==> src/rtl/fpld_pkg.sv <==
`timescale 1ns/1ps
package fpld_pkg;
  typedef enum logic [1:0] {ST_IDLE, ST_REQ, ST_WAIT} fpld_state_e;

  localparam int SP_W       = 32;
  localparam int SP_EXP_W   = 8;
  localparam int SP_FRAC_W  = 23;
  localparam int DP_W       = 64;
  localparam int DP_EXP_W   = 11;
  localparam int DP_FRAC_W  = 52;
  localparam int SP_BIAS    = 127;
  localparam int DP_BIAS    = 1023;
  localparam int BIAS_DELTA = DP_BIAS - SP_BIAS;
  // exponent of a subnormal whose leading one sits at fraction bit 0
  localparam int SUB_BASE   = DP_BIAS - (SP_BIAS - 1) - SP_FRAC_W;
endpackage

==> src/rtl/fpld_agen.sv <==
`timescale 1ns/1ps
module fpld_agen #(
  parameter int XLEN   = 64,
  parameter int DISP_W = 16
) (
  input  logic [XLEN-1:0]   base_val,
  input  logic [DISP_W-1:0] disp,
  input  logic [XLEN-1:0]   index_val,
  input  logic              use_index,
  output logic [XLEN-1:0]   sum
);
  localparam int EXT_W = XLEN - DISP_W;

  logic [XLEN-1:0] disp_ext;
  logic [XLEN-1:0] offset;

  always_comb begin
    disp_ext = {{EXT_W{disp[DISP_W-1]}}, disp};
    offset   = use_index ? index_val : disp_ext;
    sum      = base_val + offset;   // wraps modulo 2^XLEN
  end
endmodule

==> src/rtl/fpld_widen.sv <==
`timescale 1ns/1ps
module fpld_widen
  import fpld_pkg::*;
(
  input  logic [SP_W-1:0] sp,
  output logic [DP_W-1:0] dp
);
  localparam int PAD_W  = DP_FRAC_W - SP_FRAC_W;
  localparam int LEAD_W = $clog2(SP_FRAC_W + 1);

  logic                  sgn;
  logic [SP_EXP_W-1:0]   exp_s;
  logic [SP_FRAC_W-1:0]  frac_s;
  logic [LEAD_W-1:0]     lead;
  logic [SP_FRAC_W:0]    shifted;
  logic [DP_EXP_W-1:0]   exp_d;
  logic [SP_FRAC_W-1:0]  frac_d;

  always_comb begin
    sgn    = sp[SP_W-1];
    exp_s  = sp[SP_W-2 -: SP_EXP_W];
    frac_s = sp[SP_FRAC_W-1:0];

    lead = '0;
    for (int i = 0; i < SP_FRAC_W; i++) begin
      if (frac_s[i]) lead = LEAD_W'(i);
    end
    shifted = {1'b0, frac_s} << (LEAD_W'(SP_FRAC_W) - lead);

    if (exp_s == '1) begin
      exp_d  = '1;
      frac_d = frac_s;
    end else if (exp_s == '0) begin
      if (frac_s == '0) begin
        exp_d  = '0;
        frac_d = '0;
      end else begin
        exp_d  = DP_EXP_W'(SUB_BASE) + DP_EXP_W'(lead);
        frac_d = shifted[SP_FRAC_W-1:0];
      end
    end else begin
      exp_d  = DP_EXP_W'(exp_s) + DP_EXP_W'(BIAS_DELTA);
      frac_d = frac_s;
    end
    dp = {sgn, exp_d, frac_d, {PAD_W{1'b0}}};
  end

  always_comb begin
    if (exp_s != '0 && exp_s != '1)
      assert_norm_exp_R5: assert (dp[DP_W-2 -: DP_EXP_W] > DP_EXP_W'(BIAS_DELTA));
  end
endmodule

==> src/rtl/fpld_seq.sv <==
`timescale 1ns/1ps
module fpld_seq
  import fpld_pkg::*;
#(
  parameter int XLEN   = 64,
  parameter int RIDX_W = 5,
  parameter int SIZE_W = 4
) (
  input  logic              clk,
  input  logic              rst,
  input  logic              issue_valid,
  output logic              issue_ready,
  input  logic              op_double,
  input  logic [XLEN-1:0]   base_val,
  input  logic [XLEN-1:0]   sum,
  input  logic [RIDX_W-1:0] base_idx,
  input  logic [RIDX_W-1:0] tgt_idx,
  output logic              mem_req_valid,
  input  logic              mem_req_ready,
  output logic [XLEN-1:0]   mem_req_addr,
  output logic [SIZE_W-1:0] mem_req_size,
  input  logic              mem_rsp_valid,
  input  logic [XLEN-1:0]   mem_rsp_data,
  input  logic [XLEN-1:0]   widened,
  output logic              fpr_wb_valid,
  output logic [RIDX_W-1:0] fpr_wb_idx,
  output logic [XLEN-1:0]   fpr_wb_data,
  output logic              gpr_wb_valid,
  output logic [RIDX_W-1:0] gpr_wb_idx,
  output logic [XLEN-1:0]   gpr_wb_data,
  output logic              invalid_flag
);
  localparam logic [SIZE_W-1:0] SZ_SINGLE = SIZE_W'(SP_W / 8);
  localparam logic [SIZE_W-1:0] SZ_DOUBLE = SIZE_W'(DP_W / 8);

  fpld_state_e       state;
  logic [XLEN-1:0]   addr_q;
  logic [XLEN-1:0]   sum_q;
  logic [SIZE_W-1:0] size_q;
  logic              dbl_q;
  logic [RIDX_W-1:0] bidx_q;
  logic [RIDX_W-1:0] tidx_q;

  assign issue_ready   = (state == ST_IDLE);
  assign mem_req_valid = (state == ST_REQ);
  assign mem_req_addr  = addr_q;
  assign mem_req_size  = size_q;

  always_ff @(posedge clk) begin
    if (rst) begin
      state        <= ST_IDLE;
      fpr_wb_valid <= 1'b0;
      gpr_wb_valid <= 1'b0;
      invalid_flag <= 1'b0;
      addr_q       <= '0;
      sum_q        <= '0;
      size_q       <= SZ_SINGLE;
      dbl_q        <= 1'b0;
      bidx_q       <= '0;
      tidx_q       <= '0;
      fpr_wb_idx   <= '0;
      fpr_wb_data  <= '0;
      gpr_wb_idx   <= '0;
      gpr_wb_data  <= '0;
    end else begin
      fpr_wb_valid <= 1'b0;
      gpr_wb_valid <= 1'b0;
      invalid_flag <= 1'b0;
      unique case (state)
        ST_IDLE: begin
          if (issue_valid) begin
            if (base_idx == '0) begin
              invalid_flag <= 1'b1;
            end else begin
              addr_q <= base_val;
              sum_q  <= sum;
              dbl_q  <= op_double;
              size_q <= op_double ? SZ_DOUBLE : SZ_SINGLE;
              bidx_q <= base_idx;
              tidx_q <= tgt_idx;
              state  <= ST_REQ;
            end
          end
        end
        ST_REQ: begin
          if (mem_req_ready) state <= ST_WAIT;
        end
        ST_WAIT: begin
          if (mem_rsp_valid) begin
            fpr_wb_valid <= 1'b1;
            gpr_wb_valid <= 1'b1;
            fpr_wb_idx   <= tidx_q;
            fpr_wb_data  <= dbl_q ? mem_rsp_data : widened;
            gpr_wb_idx   <= bidx_q;
            gpr_wb_data  <= sum_q;
            state        <= ST_IDLE;
          end
        end
        default: state <= ST_IDLE;
      endcase
    end
  end

  assert_size_code_R4: assert property (@(posedge clk) disable iff (rst)
    mem_req_valid |-> (mem_req_size == SZ_SINGLE || mem_req_size == SZ_DOUBLE));

  assert_req_hold_R10: assert property (@(posedge clk) disable iff (rst)
    (mem_req_valid && !mem_req_ready) |=>
      (mem_req_valid && $stable(mem_req_addr) && $stable(mem_req_size)));

  assert_req_drop_R10: assert property (@(posedge clk) disable iff (rst)
    (mem_req_valid && mem_req_ready) |=> !mem_req_valid);

  assert_wb_after_rsp_R8: assert property (@(posedge clk) disable iff (rst)
    fpr_wb_valid |-> ($past(state) == ST_WAIT && $past(mem_rsp_valid) && gpr_wb_valid));

  assert_base_nonzero_R9: assert property (@(posedge clk) disable iff (rst)
    gpr_wb_valid |-> (gpr_wb_idx != '0));

  assert_invalid_quiet_R9: assert property (@(posedge clk) disable iff (rst)
    invalid_flag |-> (!mem_req_valid && !fpr_wb_valid && !gpr_wb_valid));

  assert_one_event_R8: assert property (@(posedge clk) disable iff (rst)
    $onehot0({invalid_flag, fpr_wb_valid}));
endmodule

==> src/rtl/fpld_postinc_unit.sv <==
`timescale 1ns/1ps
module fpld_postinc_unit #(
  parameter int XLEN   = 64,
  parameter int DISP_W = 16,
  parameter int RIDX_W = 5,
  parameter int SIZE_W = 4
) (
  input  logic              clk,
  input  logic              rst,
  input  logic              issue_valid,
  output logic              issue_ready,
  input  logic              op_double,
  input  logic              op_indexed,
  input  logic [XLEN-1:0]   base_val,
  input  logic [DISP_W-1:0] disp,
  input  logic [XLEN-1:0]   index_val,
  input  logic [RIDX_W-1:0] base_idx,
  input  logic [RIDX_W-1:0] tgt_idx,
  output logic              mem_req_valid,
  input  logic              mem_req_ready,
  output logic [XLEN-1:0]   mem_req_addr,
  output logic [SIZE_W-1:0] mem_req_size,
  input  logic              mem_rsp_valid,
  input  logic [XLEN-1:0]   mem_rsp_data,
  output logic              fpr_wb_valid,
  output logic [RIDX_W-1:0] fpr_wb_idx,
  output logic [XLEN-1:0]   fpr_wb_data,
  output logic              gpr_wb_valid,
  output logic [RIDX_W-1:0] gpr_wb_idx,
  output logic [XLEN-1:0]   gpr_wb_data,
  output logic              invalid_flag
);
  logic [XLEN-1:0] sum;
  logic [63:0]     widened;

  fpld_agen #(.XLEN(XLEN), .DISP_W(DISP_W)) u_agen (
    .base_val  (base_val),
    .disp      (disp),
    .index_val (index_val),
    .use_index (op_indexed),
    .sum       (sum)
  );

  fpld_widen u_widen (
    .sp (mem_rsp_data[31:0]),
    .dp (widened)
  );

  fpld_seq #(.XLEN(XLEN), .RIDX_W(RIDX_W), .SIZE_W(SIZE_W)) u_seq (
    .clk           (clk),
    .rst           (rst),
    .issue_valid   (issue_valid),
    .issue_ready   (issue_ready),
    .op_double     (op_double),
    .base_val      (base_val),
    .sum           (sum),
    .base_idx      (base_idx),
    .tgt_idx       (tgt_idx),
    .mem_req_valid (mem_req_valid),
    .mem_req_ready (mem_req_ready),
    .mem_req_addr  (mem_req_addr),
    .mem_req_size  (mem_req_size),
    .mem_rsp_valid (mem_rsp_valid),
    .mem_rsp_data  (mem_rsp_data),
    .widened       (XLEN'(widened)),
    .fpr_wb_valid  (fpr_wb_valid),
    .fpr_wb_idx    (fpr_wb_idx),
    .fpr_wb_data   (fpr_wb_data),
    .gpr_wb_valid  (gpr_wb_valid),
    .gpr_wb_idx    (gpr_wb_idx),
    .gpr_wb_data   (gpr_wb_data),
    .invalid_flag  (invalid_flag)
  );
endmodule

==> config.mk <==
export PLATFORM = sky130hd
export DESIGN_NAME = fpld_postinc_unit
export DESIGN_NICKNAME = d
export VERILOG_FILES = /design/src/rtl/fpld_pkg.sv /design/src/rtl/fpld_agen.sv /design/src/rtl/fpld_widen.sv /design/src/rtl/fpld_seq.sv /design/src/rtl/fpld_postinc_unit.sv
export SDC_FILE = /design/constraint.sdc
export NUM_CORES = 1
export LEC_CHECK = 0
export BUFFER_PORTS_ARGS = -buffer_cell sky130_fd_sc_hd__buf_2
export CAP_MARGIN = 20
export CORE_MARGIN = 3
export CORE_UTILIZATION = 50
export CTS_CLUSTER_DIAMETER = 100
export DETAILED_ROUTE_END_ITERATION = 8
export PLACE_DENSITY = 0.86
export SKIP_CTS_REPAIR_TIMING = 1
export SLEW_MARGIN = 20
export SYNTH_ARGS = -nofsm -noshare
export SYNTH_HDL_FRONTEND = slang
export SYNTH_HIERARCHICAL = 1
export SYNTH_SLANG_ARGS = --single-unit
==> constraint.sdc <==
create_clock -name clk -period 4.1 [get_ports clk]
set_clock_uncertainty 0.2 [all_clocks]
set_input_delay 0.205 -clock clk [delete_from_list [all_inputs] [get_ports clk]]
set_output_delay 0.205 -clock clk [all_outputs]
set_load 0.02 [all_outputs]
==> results.md <==
* Initial Utilization at 0.509
* Floorplan row count at 69
* Number of warning messages in the yosys log at 6
* Initial drt markers at 2000
* Violations in the final reports: hold timing
* Clock latency reported for the late side of the worst-skew pair at 0.58 ns
* Mean instance size in the synthesized netlist at 7.79 µm²
* Final core area utilization at 0.641
* Root Driver: clkbuf_16
* Worst hold slack at -0.00189 ns
* Net count, final at 3101
* DIE WIDTH at 196 µm
* Worst voltage drop across the vdd grid at 352 µV
* Total Wirelength at 66.4 mm
* DR DRC count at 0
* Final standard cell area without fillers at 22900 µm²
* Share of async-settable or async-resettable flops after synthesis at 0
* Total cell area at the placement stage at 20400 µm²
* Period utilization at 0.907
* DR WL/cell at 20.2 µm
* Final estimated routing congestion in global placement at 0.984
* Final cell count without fillers at 3293
* Highest attainable clock frequency at 269 MHz
* Final Slew Violations at 0
* Via count of the first global-routing pass at 18000
* Power density over the cells at 350 nW/µm²
* Die outline area at 38600 µm²
* Placeable core area at 35700 µm²
* H-tree Lvls at 1
* WP data required at 4.36 ns
* Share of final-layout standard cells stronger than drive strength 1 at 0.220
* Pin count of the biggest net entering global routing at 121
* Unrepaired setup endpoints after global routing: no
* Initial antenna violation count at 3
* Most repeated cell in the gate-level netlist after synthesis: nand2_1
* Synth Cell Area at 18100 µm²
* Count of input and output buffers at 433
* Final number of hold-violating endpoints at 3
* Critical path startpoint category: primary input
* Leak pwr at 10.3 nW
* Switching part of the total power at 0.326
* Total GRT Usage at 0.297
* Number of synthesized register bits at 282
* Library cells used by synthesis at 103
* Min-delay worst type: in2reg
* Number of buffers inserted during clock tree synthesis at 31
* Max Fanout on Critical Path at 4
* Status: complete, but fails checks
* Fill cell count at 2877
* Switching power at 2.61 mW
* Endpoints failing setup at 0
* Die span in y at 196 µm
* Sinks on Clock Net at 282
* Post-DP HPWL at 45.4 mm
* Remaining number of nets flagged by the antenna check after routing at 0
* Global-route wire length before repair at 94.9 mm
* Worst setup path category: in2reg
* TritonCTS clock tree: built
* Number of buffers on the longest clock path at 3
* # Max-Cap Violations at 0
* Internal Pwr Total at 5.40 mW
* Final setup TNS at 0 ns
* Clk pwr share at 0.344
* IO Pins at 436
* Area occupied by registers at 5650 µm²
* Combinational group share of total power at 0.280
* Synth-to-layout area growth at 26.1%
* Cell Count Post-Placement at 3092
* Share of power burned in registers at 0.376
* Type of element capturing the critical path: register
* Area taken by multi-input logic gates at 11400 µm²
* Clock-pin slew reported for the worst setup and hold paths after clock tree synthesis at 0.06 ns
* Leading post-synthesis cells by cell area: dfxtp_1 31%, nand2_1 13%, mux2i_1 12%, a21oi_1 4.9%, ha_1 4.6%
* Detailed-route via count at 19700
* Most common flop cell mapped by yosys: dfxtp_1
* Vias per cell at 5.98
* Final critical path time including I/O delays and setup at 3.72 ns
* Worst Max-Slew Pin Slew at 0.912 ns
* Proportion of netlist area held by the largest area contributor at 0.311
* Worst max-slew margin expressed relative to the limit at 0.392
* Detailed-routing iteration count for the pre-antenna-repair pass at 8
* Leading post-synthesis cells by instance count: 606 x nand2_1, 282 x dfxtp_1, 214 x mux2i_1
* Count of flip-flops with a built-in enable after synthesis at 0
* Worst path arrival time at 3.99 ns
* Sequential area share after synthesis at 0.311
* Most area-hungry cell type in the Yosys netlist: dfxtp_1
* Congestion Overflow GR at 0
* Number of cells produced by synthesis at 2329
-- sequential cells by signal, summed over array words and instances (netlist names) --
register and count:
u_seq/bidx_q 5, u_seq/fpr_wb_data 64, u_seq/fpr_wb_idx 5, u_seq/gpr_wb_data 64
u_seq/gpr_wb_idx 5, u_seq/gpr_wb_valid 1, u_seq/invalid_flag 1, u_seq/mem_req_addr 64
u_seq/mem_req_size 2, u_seq/state 2, u_seq/sum_q 64, u_seq/tidx_q 5
-- cell usage in the layout, fill, tap and decap left out, types with 13 or more instances in the layout --
cell	instances
nor3_1	19
conb_1	31
o21ai_0	55
nand3_1	29
a21o_1	46
nand4_1	25
nor2_1	141
mux2_2	19
o21bai_1	18
a211oi_1	81
mux2i_1	214
xnor2_1	33
buf_2	432
and3_1	16
a21oi_1	178
nor4_1	14
nand2_1	606
dlygate4sd3_1	144
ha_1	66
o21ai_1	13
buf_4	56
dfxtp_1	281
xor2_1	27
clkbuf_16	31
inv_1	27
-- path summary, 6_finish.rpt --
path / startpoint / to / slack, ns / depth (start not counted)
min: mem_rsp_data[8] / u_seq/fpr_wb_data[8]$_SDFFE_PP0P_ / -0.002 / 3
max: base_val[0] / u_seq/sum_q[40]$_SDFFE_PP0P_ / 0.38 / 16
max reg2reg: u_seq/state[1]$_SDFFE_PP0P_ / u_seq/mem_req_addr[23]$_SDFFE_PP0P_ / 1.38 / 4
min reg2reg: u_seq/bidx_q[0]$_SDFFE_PP0P_ / u_seq/gpr_wb_idx[0]$_SDFFE_PP0P_ / 0.24 / 2
-- power groups by stage --
stage               Combinational (mW)  Sequential, mW  Clock [mW]
finish                            2.24            3.02        2.76
global route                      2.41            3.03        2.90
CTS                               2.06            3.02        2.78
detailed placement                2.04            3.08           0
global placement                  2.00            3.07           0
floorplan                         1.39            3.12           0
-- cells by family after synthesis --
group,after synthesis,share of synthesized area
AO/OA/AOI/OAI,537,0.207
XOR/XNOR,60,0.0290
adder cells (fa/ha/maj),67,0.0466
buffers and inverters,250,0.0668
flip-flops,282,0.311
multiplexers,233,0.130
other,2,0.000414
AND/OR/NAND/NOR,898,0.209
-- worst max-delay path, cell delays in order --
cell	delay [ns]
dlygate4sd3_1	0.54
buf_2	0.14
ha_1	0.22
fa_1	0.41
a21o_1	0.22
a221oi_2	0.38
and3b_4	0.29
buf_4	0.13
o31ai_2	0.06
a21oi_1	0.47
nor2_1	0.16
a31oi_1	0.28
o21ai_0	0.17
xor2_1	0.16
nand2_1	0.07
mux2i_1	0.07
-- through the flow --
| step | worst slack, ns | total power [mW] |
|---|---|---|
| global placement | 0.0588 | 5.07 |
| finish | 0.380 | 8.01 |
| CTS | 0.574 | 7.86 |
| global route | 0.219 | 8.34 |
| detailed placement | -0.00736 | 5.12 |
| floorplan | 0.0441 | 4.52 |
-- final cells by class --
| type | count | area share |
|---|---|---|
| Antenna cell | 3 | 0.000328 |
| Clock buffer | 39 | 0.0370 |
| Clock inverter | 14 | 0.00613 |
| Inverter | 31 | 0.00542 |
| Multi-Input combinational cell | 1826 | 0.499 |
| Sequential cell | 282 | 0.247 |
| Tap cell | 461 | 0.0252 |
| Timing Repair Buffer | 637 | 0.180 |
-- routing by layer --
| layer | vias up | global-route usage | routed length, µm |
|---|---|---|---|
| li1 | 9034 | - | - |
| met1 | 9192 | 0.378 | 26000 |
| met2 | 1206 | 0.499 | 31400 |
| met3 | 247 | 0.0602 | 6190 |
| met4 | 0 | 0.115 | 2790 |
| met5 | - | 0 | 0 |
(Power assumes the default switching activity.)
